[src/rtl/rst_seq_pkg.sv]
package rst_seq_pkg;

    localparam int NSRC   = 6;
    localparam int B_POR  = 0;
    localparam int B_PIN  = 1;
    localparam int B_COP  = 2;
    localparam int B_ILOP = 3;
    localparam int B_ILAD = 4;
    localparam int B_LVI  = 5;

    typedef logic [NSRC-1:0] cause_t;

    typedef enum logic [2:0] {
        ST_IDLE  = 3'd0,
        ST_LONG  = 3'd1,
        ST_DRIVE = 3'd2,
        ST_HOLD  = 3'd3,
        ST_EXT   = 3'd4
    } seq_st_t;

    typedef struct packed {
        logic lvi;
        logic pin;
        logic cop;
        logic ilop;
        logic ilad;
    } req_t;

    typedef struct packed {
        logic    valid;
        cause_t  cause;
        seq_st_t entry;
    } win_t;

    function automatic cause_t src_bit(input int idx);
        return cause_t'(1) << idx;
    endfunction

    function automatic int max3(input int a, input int b, input int c);
        int m;
        m = (a > b) ? a : b;
        return (m > c) ? m : c;
    endfunction

    // Fixed priority: supply, pin, watchdog, opcode, address.
    function automatic win_t arbitrate(input req_t r);
        win_t w;
        w.valid = 1'b1;
        if (r.lvi) begin
            w.cause = src_bit(B_LVI);
            w.entry = ST_LONG;
        end else if (r.pin) begin
            w.cause = src_bit(B_PIN);
            w.entry = ST_EXT;
        end else if (r.cop) begin
            w.cause = src_bit(B_COP);
            w.entry = ST_DRIVE;
        end else if (r.ilop) begin
            w.cause = src_bit(B_ILOP);
            w.entry = ST_DRIVE;
        end else if (r.ilad) begin
            w.cause = src_bit(B_ILAD);
            w.entry = ST_DRIVE;
        end else begin
            w.valid = 1'b0;
            w.cause = '0;
            w.entry = ST_IDLE;
        end
        return w;
    endfunction

    function automatic logic drives_pin(input seq_st_t s);
        return (s == ST_LONG) || (s == ST_DRIVE);
    endfunction

endpackage

[src/rtl/rst_seq_sync.sv]
module rst_seq_sync #(
    parameter int   STAGES  = 2,
    parameter logic RST_VAL = 1'b0
) (
    input  logic clk,
    input  logic rst,
    input  logic d,
    output logic q
);
    logic [STAGES-1:0] chain;

    generate
        if (STAGES == 1) begin : g_one
            always_ff @(posedge clk) begin
                if (rst) chain <= RST_VAL;
                else     chain <= d;
            end
        end else begin : g_many
            always_ff @(posedge clk) begin
                if (rst) chain <= {STAGES{RST_VAL}};
                else     chain <= {chain[STAGES-2:0], d};
            end
        end
    endgenerate

    assign q = chain[STAGES-1];
endmodule

[src/rtl/rst_seq_pin_qual.sv]
module rst_seq_pin_qual #(
    parameter int PIN_MIN = 4
) (
    input  logic clk,
    input  logic rst,
    input  logic pin_s,
    input  logic en,
    input  logic oe,
    output logic req
);
    localparam int QW = (PIN_MIN > 1) ? $clog2(PIN_MIN) : 1;
    localparam logic [QW-1:0] QTOP = QW'(PIN_MIN - 1);

    logic [QW-1:0] run;
    logic          low_now;

    // Pin low counts only when enabled and not driven by this block.
    assign low_now = en && !pin_s && !oe;

    always_ff @(posedge clk) begin
        if (rst || !low_now)  run <= '0;
        else if (run != QTOP) run <= run + 1'b1;
    end

    assign req = low_now && (run == QTOP);
endmodule

[src/rtl/rst_seq_ctrl.sv]
module rst_seq_ctrl
    import rst_seq_pkg::*;
#(
    parameter int LONG_CYC = 4096,
    parameter int DRV_CYC  = 32,
    parameter int HOLD_CYC = 32
) (
    input  logic    clk,
    input  logic    por,
    input  req_t    req,
    output seq_st_t st_o,
    output cause_t  cause_o
);
    localparam int MAXC  = max3(LONG_CYC, DRV_CYC, HOLD_CYC);
    localparam int CNT_W = $clog2(MAXC + 1);
    localparam logic [CNT_W-1:0] LONG_END = CNT_W'(LONG_CYC - 1);
    localparam logic [CNT_W-1:0] DRV_END  = CNT_W'(DRV_CYC - 1);
    localparam logic [CNT_W-1:0] HOLD_END = CNT_W'(HOLD_CYC - 1);

    seq_st_t          st;
    logic [CNT_W-1:0] cnt;
    cause_t           cause;
    win_t             win;

    always_comb win = arbitrate(req);

    always_ff @(posedge clk) begin
        if (por) begin
            st    <= ST_LONG;
            cnt   <= '0;
            cause <= src_bit(B_POR);
        end else if (win.valid) begin
            st    <= win.entry;
            cnt   <= '0;
            cause <= win.cause;
        end else begin
            case (st)
                ST_LONG: begin
                    if (cnt == LONG_END) begin
                        st  <= ST_DRIVE;
                        cnt <= '0;
                    end else begin
                        cnt <= cnt + 1'b1;
                    end
                end
                ST_DRIVE: begin
                    if (cnt == DRV_END) begin
                        st  <= ST_HOLD;
                        cnt <= '0;
                    end else begin
                        cnt <= cnt + 1'b1;
                    end
                end
                ST_HOLD: begin
                    if (cnt == HOLD_END) begin
                        st  <= ST_IDLE;
                        cnt <= '0;
                    end else begin
                        cnt <= cnt + 1'b1;
                    end
                end
                ST_EXT: begin
                    st  <= ST_HOLD;
                    cnt <= '0;
                end
                default: begin
                    st  <= ST_IDLE;
                    cnt <= '0;
                end
            endcase
        end
    end

    assign st_o    = st;
    assign cause_o = cause;
endmodule

[src/rtl/rst_seq_top.sv]
module rst_seq_top
    import rst_seq_pkg::*;
#(
    parameter int LONG_CYC    = 4096,
    parameter int DRV_CYC     = 32,
    parameter int HOLD_CYC    = 32,
    parameter int PIN_MIN     = 4,
    parameter int SYNC_STAGES = 2
) (
    input  logic            clk,
    input  logic            por_i,
    input  logic            lvi_i,
    input  logic            cop_i,
    input  logic            ilop_i,
    input  logic            ilad_i,
    input  logic            pin_i,
    input  logic            cfg_wr_i,
    input  logic            cfg_en_i,
    output logic            pin_oe_o,
    output logic            core_rst_o,
    output logic            pin_en_o,
    output logic [NSRC-1:0] cause_o
);
    localparam int NASYNC = 3;
    localparam int A_LVI  = 0;
    localparam int A_COP  = 1;
    localparam int A_PIN  = 2;
    // Idle level of each async input: the pin idles high (pulled up).
    localparam logic [NASYNC-1:0] IDLE_LVL = 3'b100;

    logic [NASYNC-1:0] a_raw;
    logic [NASYNC-1:0] a_syn;
    logic              cop_d;
    logic              pin_en;
    logic              pin_req;
    req_t              req;
    seq_st_t           st;
    cause_t            cause;

    assign a_raw[A_LVI] = lvi_i;
    assign a_raw[A_COP] = cop_i;
    assign a_raw[A_PIN] = pin_i;

    generate
        for (genvar g = 0; g < NASYNC; g++) begin : g_sync
            rst_seq_sync #(
                .STAGES (SYNC_STAGES),
                .RST_VAL(IDLE_LVL[g])
            ) u_sync (
                .clk(clk),
                .rst(por_i),
                .d  (a_raw[g]),
                .q  (a_syn[g])
            );
        end
    endgenerate

    // Watchdog request is taken once per rising edge.
    always_ff @(posedge clk) begin
        if (por_i) cop_d <= 1'b0;
        else       cop_d <= a_syn[A_COP];
    end

    // Pin-function enable: cleared by power-on only.
    always_ff @(posedge clk) begin
        if (por_i)         pin_en <= 1'b0;
        else if (cfg_wr_i) pin_en <= cfg_en_i;
    end

    assign pin_oe_o = pin_en && drives_pin(st);

    rst_seq_pin_qual #(
        .PIN_MIN(PIN_MIN)
    ) u_qual (
        .clk  (clk),
        .rst  (por_i),
        .pin_s(a_syn[A_PIN]),
        .en   (pin_en),
        .oe   (pin_oe_o),
        .req  (pin_req)
    );

    always_comb begin
        req.lvi  = a_syn[A_LVI];
        req.pin  = pin_req;
        req.cop  = a_syn[A_COP] && !cop_d;
        req.ilop = ilop_i;
        req.ilad = ilad_i;
    end

    rst_seq_ctrl #(
        .LONG_CYC(LONG_CYC),
        .DRV_CYC (DRV_CYC),
        .HOLD_CYC(HOLD_CYC)
    ) u_ctrl (
        .clk    (clk),
        .por    (por_i),
        .req    (req),
        .st_o   (st),
        .cause_o(cause)
    );

    assign core_rst_o = por_i || (st != ST_IDLE);
    assign pin_en_o   = pin_en;
    assign cause_o    = cause;
endmodule

[config.mk]
export PLATFORM = sky130hd
export DESIGN_NAME = rst_seq_top
export DESIGN_NICKNAME = d
export VERILOG_FILES = /design/src/rtl/rst_seq_pkg.sv /design/src/rtl/rst_seq_sync.sv /design/src/rtl/rst_seq_pin_qual.sv /design/src/rtl/rst_seq_ctrl.sv /design/src/rtl/rst_seq_top.sv
export SDC_FILE = /design/constraint.sdc
export NUM_CORES = 1
export LEC_CHECK = 0
export ABC_AREA = 1
export BUFFER_PORTS_ARGS = -buffer_cell sky130_fd_sc_hd__buf_2
export CORE_MARGIN = 5
export CORE_UTILIZATION = 50
export CTS_CLUSTER_SIZE = 16
export DETAILED_ROUTE_END_ITERATION = 8
export PLACE_DENSITY = 0.7
export SYNTH_ARGS = -nofsm -noshare
export SYNTH_HDL_FRONTEND = slang
export SYNTH_SLANG_ARGS = --single-unit
[constraint.sdc]
create_clock -name clk -period 1.7 [get_ports clk]
set_input_delay 0 -clock clk [delete_from_list [all_inputs] [get_ports clk]]
set_output_delay 0 -clock clk [all_outputs]
set_load 0.005 [all_outputs]
### Word level (Yosys, flattened, before mapping)

Index checks and enable logic that the tools add are counted.

| operators by class | value |
|---|---|
| $add $sub $neg | 2 |
| reduce and logical (&&, ||, !) cells | 16 |
| eq/ne operators | 11 |
| muxes and demuxes | 18 |

Operator list:

| kind | count |
|---|---|
| $mux 9 | 4 |
| $mux 13 | 2 |
| $pmux 13 s2 | 1 |
| $add 13x1->13 const B | 1 |
| $eq 13x12->1 const B | 1 |
| $eq 13x5->1 const B | 1 |
| $mux 3 | 4 |
| $pmux 3 s4 | 1 |
| $ne 3x1->1 const B | 3 |
| $mux 8 | 1 |
| $eq 3x2->1 const B | 2 |
| $logic_and 1x1->1 | 5 |
| $mux 1 | 5 |
| $logic_not 1->1 | 4 |
| $reduce_or 2->1 | 2 |
| $eq 3x1->1 const B | 1 |
| $eq 3x3->1 const B | 1 |
| $logic_or 1x1->1 | 3 |
| $reduce_and 3->1 | 1 |
| $reduce_bool 3->1 | 1 |
| $add 2x1->2 const B | 1 |
| $eq 2x2->1 const B | 1 |
| $ne 2x2->1 const B | 1 |

| word-level totals | value |
|---|---|
| register bits | 32 |
| output and inout bits | 9 |
| input bits | 9 |
| logic and storage cells | 56 |

### Longest topological paths before layout

| depth | value |
|---|---|
| word-level depth | 10 |
| gate-level depth with buffers | 10 |
| mapped depth without buffers | 10 |

### Modules after synthesis

From an unflattened synthesis, not the netlist that was laid out.

| unflattened totals | value |
|---|---|
| cells, all modules | 203 |
| area, all modules | 1,448.9 um^2 |

Modules (own cells, without submodules):

| module | times used | cells each | area an instance (um^2) |
|---|---|---|---|
| rst_seq_ctrl | 1 | 146 | 1,056.0 |
| rst_seq_pin_qual | 1 | 22 | 127.6 |
| rst_seq_sync at g_sync[0].u_sync ... | 2 | 6 | 55.1 |
| rst_seq_top | 1 | 16 | 96.3 |
| rst_seq_sync at g_sync[2].u_sync | 1 | 7 | 58.8 |

### Least setup slack after synthesis

OpenSTA, ideal clock, no wires.

| path | value |
|---|---|
| path kind | flip-flop to flip-flop |
| start | reg u_ctrl.cnt[0] |
| end | reg u_ctrl.cnt[11] |
| setup time | 118 ps |
| clock period less this slack | 1,416 ps |
| slack | 284 ps |
| cell stages (with the launch flop) | 10 |
| arrival time | 1,298 ps |
| cell sequence | dfxtp_1 > ha_1 > nand3_1 > nor3_4 > nand2_2 > nand2_2 > nand2_4 > nand2_4 > buf_12 > nor2_4 |

| on the way | value |
|---|---|
| longest elaborated chain between the ends | 3 |

RTL lines:

| element | line | text |
|---|---|---|
| from (decl) | rst_seq_ctrl.sv:21 | `logic [CNT_W-1:0] cnt;` |
| from (signal assigned) | rst_seq_ctrl.sv:43 | `cnt <= cnt + 1'b1;` |
| from (signal assigned) | rst_seq_ctrl.sv:51 | `cnt <= cnt + 1'b1;` |
| from (signal assigned) | rst_seq_ctrl.sv:59 | `cnt <= cnt + 1'b1;` |
| $add 13x1->13, or another cell as far along | rst_seq_ctrl.sv:43, rst_seq_ctrl.sv:51, rst_seq_ctrl.sv:59 |  |
| $mux 13 (on tied branches) | rst_seq_ctrl.sv:47, rst_seq_ctrl.sv:55, rst_seq_ctrl.sv:39 |  |
| $pmux 13 s2 (*) | rst_seq_ctrl.sv:37 | `case (st)` |

Every way passes the cells marked *; elsewhere a longest branch is shown, timed or not.
A chain may end at the register's enable or synchronous reset.

### Final worst setup path

| path | value |
|---|---|
| start | reg u_ctrl.cnt[0] |
| end | reg u_ctrl.cnt[2] |

The elaborated chain is that of the path after synthesis.

==> impl_metrics.yaml <==
route:
  via_per_inst: 4.745
  top_layer: "met4"
  met3WireLength_microns: 109
  drt_iter0_markers: 51
  dr_total_vias: 1172
  first_pass_iters: 4
  avgRoutedWirePerCell_microns: 10.36
  m1WireLength_microns: 1089
  routed_wl_microns: 2558
  final_antenna_net_count: 0
  wl_met2_microns: 1322
  drc: 0
setup_path:
  worstSetupStartpointType: "flop"
  reg2reg_depth: 8
  path_class: "flop to flop"
  crit_fanout: 12
  critPathArrivalTime_ns: 1.77
  r2r-start: "u_ctrl.cnt[0]"
  r2r_setup_slack_ns: 0.15
  r2r-end: "u_ctrl.cnt[2]"
  cp-end-kind: "flop"
  required_ns: 1.92
timing:
  tightest_slew_ns: 0.2946
  slew_violations: 0
  setup_ws_ns: 0.1510
  fmax_mhz: 645.6
  final.min_clock_period_ns: 1.549
  hold_viol_final: 0
  slew-limit-headroom: 0.8029
  rsz0062_at_grt: "no"
  fin_crit_sh: 0.9112
  fin_setup_tns_ns: 0
  clock_skew_ns: 0.008535
  setup_viol: 0
die:
  die_h_microns: 63.81
  dieArea_sq_mm: 0.004071
  pin_count: 18
  core_area_sq_mm: 0.002758
  die_w_microns: 63.81
  start_util: 0.5250
  fp-row-count: 19
cells_and_area:
  final-seq-area_sq_um: 640.6
  multiInputGateArea_sq_um: 681.9
  drive_gt1_frac: 0.2269
  final_core_util: 0.6207
  antenna_cells: 0
  area_growth_pct: 18.24
  nFillCells: 274
  fin_nets: 226
  stdcell_area_sq_mm: 0.001712
worst_hold_path:
  min_to: "u_ctrl.cause_o[4]"
  min_path_cells: 4
  hold_class: "input pin to flop"
  worstHoldStart: "ilop_i"
clocking:
  cts_sinks: 32
  cts_tree: "built"
  cts_resized: 0
  post_cts_buffers: 0
  htreeDepth: 2
  clkTransAtPathRegs_ns: 0.09
  root_buffer: "clkbuf_4"
  worst_skew_pair.late_latency_ns: 0.33
  cts_buffer_depth: 2
  cts_buffers: 5
placed_design:
  placed_area_sq_mm: 0.001555
  hpwl_microns: 1906
  dp_slack_ns: 0.1612
  io_buffer_count: 17
  gp_congestion: 0.7851
power:
  pwr-share-seq: 0.532
  cellPowerDensity_mw_per_mm2: 855.8
  power_w: 0.001465
  p_sw_w: 0.0003318
  peakVddDrop_mv: 0.7068
  leakage_nw: 0.8086
  combPwrFrac: 0.089
  swShare: 0.2265
  p_int_w: 0.001133
  p_clk_frac: 0.379
logic_synthesis:
  synth-seq-cells: 32
  syn_nets: 195
  ys_seq_area_frac: 0.4425
  yosysWarnings: 0
  syn_avg_cell_area_sq_um: 7.868
  synth_ff_type: "dfxtp_1"
  synth_cells: 184
  synth_edf_count: 0
  ys_async_sr_fraction: 0
  yosysUniqueCellTypes: 21
  synth_area_sq_mm: 0.001448
grt:
  grt_max_degree: 15
  overflow: 0
  grt_use_total: 0.1407
  grt_pass1_wl_microns: 4616
  grt_pass1_vias: 1136
  antenna_found_initial: 0
status:
  outcome: "finished, final reports clean"
run:
  cap_violations: 0
## repair_timing
item | in CTS | in global routing
endpoints found under the setup margin | 0 | 0
hold buffers | 8 | 0
hold endpoints to repair | 10 | 0
## power by group through the flow
stage | combinational (W) | sequential (W) | clock (W)
6_report | 0.000131 | 0.000779 | 0.000555
5_1_grt | 0.000150 | 0.000782 | 0.000620
3_5_place_dp | 0.000117 | 0.000796 | 0
3_3_place_gp | 0.000114 | 0.000795 | 0
2_1_floorplan | 0.0000843 | 0.000796 | 0
4_1_cts | 0.000132 | 0.000779 | 0.000582
## logic make-up after synthesis
logic type | share of synthesized area
mux | 0.006915
fa+ha+maj | 0.01728
xor+xnor | 0.06050
compound gates | 0.02420
buf+inv | 0.08643
simple gates | 0.3621
flops | 0.4425
## registers in the layout, summed over array words and instances, names as in the netlist
register             cells
g_sync.u_sync.chain      6
u_ctrl.st_o              3
u_ctrl.cnt              13
cop_d                    1
pin_en_o                 1
u_ctrl.cause_o           6
u_qual.run               2
## cell type report
cell class / count / area share
Inverter: 27 / 0.05921
Tap cell: 31 / 0.02266
Multi-Input combinational cell: 123 / 0.3984
Clock buffer: 6 / 0.02412
Clock inverter: 2 / 0.02047
Timing Repair Buffer: 26 / 0.1009
Sequential cell: 32 / 0.3743
## worst max-delay path: stages, from the launching register on
cell,delay [ns]
dfxtp_1,0.39
ha_1,0.20
nand3_1,0.14
nor3_4,0.20
nand2_2,0.09
nand2_2,0.10
nand2_4,0.07
nand2_4,0.20
nor3_1,0.07
## Yosys cell counts, types with 2 or more instances
master | instances | area (sq um)
or2_2 | 2 | 12.51
nor3_4 | 2 | 32.53
nor2_1 | 31 | 116.4
nand2_2 | 5 | 31.28
xor2_1 | 10 | 87.58
nor2_4 | 3 | 33.78
nand2_4 | 2 | 22.52
a21oi_1 | 4 | 20.02
nand2_1 | 30 | 112.6
inv_1 | 27 | 101.4
nand3_1 | 11 | 55.05
nor3_1 | 4 | 20.02
nand4_1 | 3 | 18.77
ha_1 | 2 | 25.02
nor2_2 | 9 | 56.30
dfxtp_1 | 32 | 640.6
o21ai_0 | 3 | 15.01
## worst max-delay path by stage
stage	start	end	slack, ns	depth (start not counted)
final	u_ctrl.cnt[0]	u_ctrl.cnt[2]	0.15	8
after global routing	u_ctrl.cnt[0]	u_ctrl.cnt[2]	0.02	8
after CTS	u_ctrl.cnt[0]	u_ctrl.cnt[2]	0.14	8
after detailed placement	u_ctrl.cnt[0]	u_ctrl.cnt[12]	0.16	8
after global placement	u_ctrl.cnt[0]	u_ctrl.cnt[12]	0.22	8
after floorplan	u_ctrl.cnt[0]	u_ctrl.cnt[11]	0.28	9
## cell usage in the layout (no fill, tap or decap), drive strengths merged
master	netlist	layout
clkbuf	1	6
nand4	4	4
nor3	6	6
o21ai	3	3
nand2	37	37
dfxtp	32	32
a21oi	4	4
clkinv	0	1
xor2	10	10
or2	2	2
ha	2	2
mux2i	1	1
inv	27	27
bufinv	0	1
buf	1	18
nand3	11	11
nor2	43	43
dlygate4sd3	0	8
## metal layers
layer | up-vias | global-route usage
li1 | 624 | -
met1 | 524 | 0.1578
met2 | 19 | 0.2437
met3 | 5 | 0.05254
met4 | 0 | 0.04675
met5 | - | 0
## metrics by stage
step | std cells | hold WS, ns
after global placement | 231 | 0.1889
after detailed placement | 231 | 0.1908
after CTS | 247 | 0.003554
final | 247 | 0.02169
after global routing | 247 | 0.04490
after floorplan | 184 | 0.1038
No activity file was read; power rests on OpenSTA's default activity.
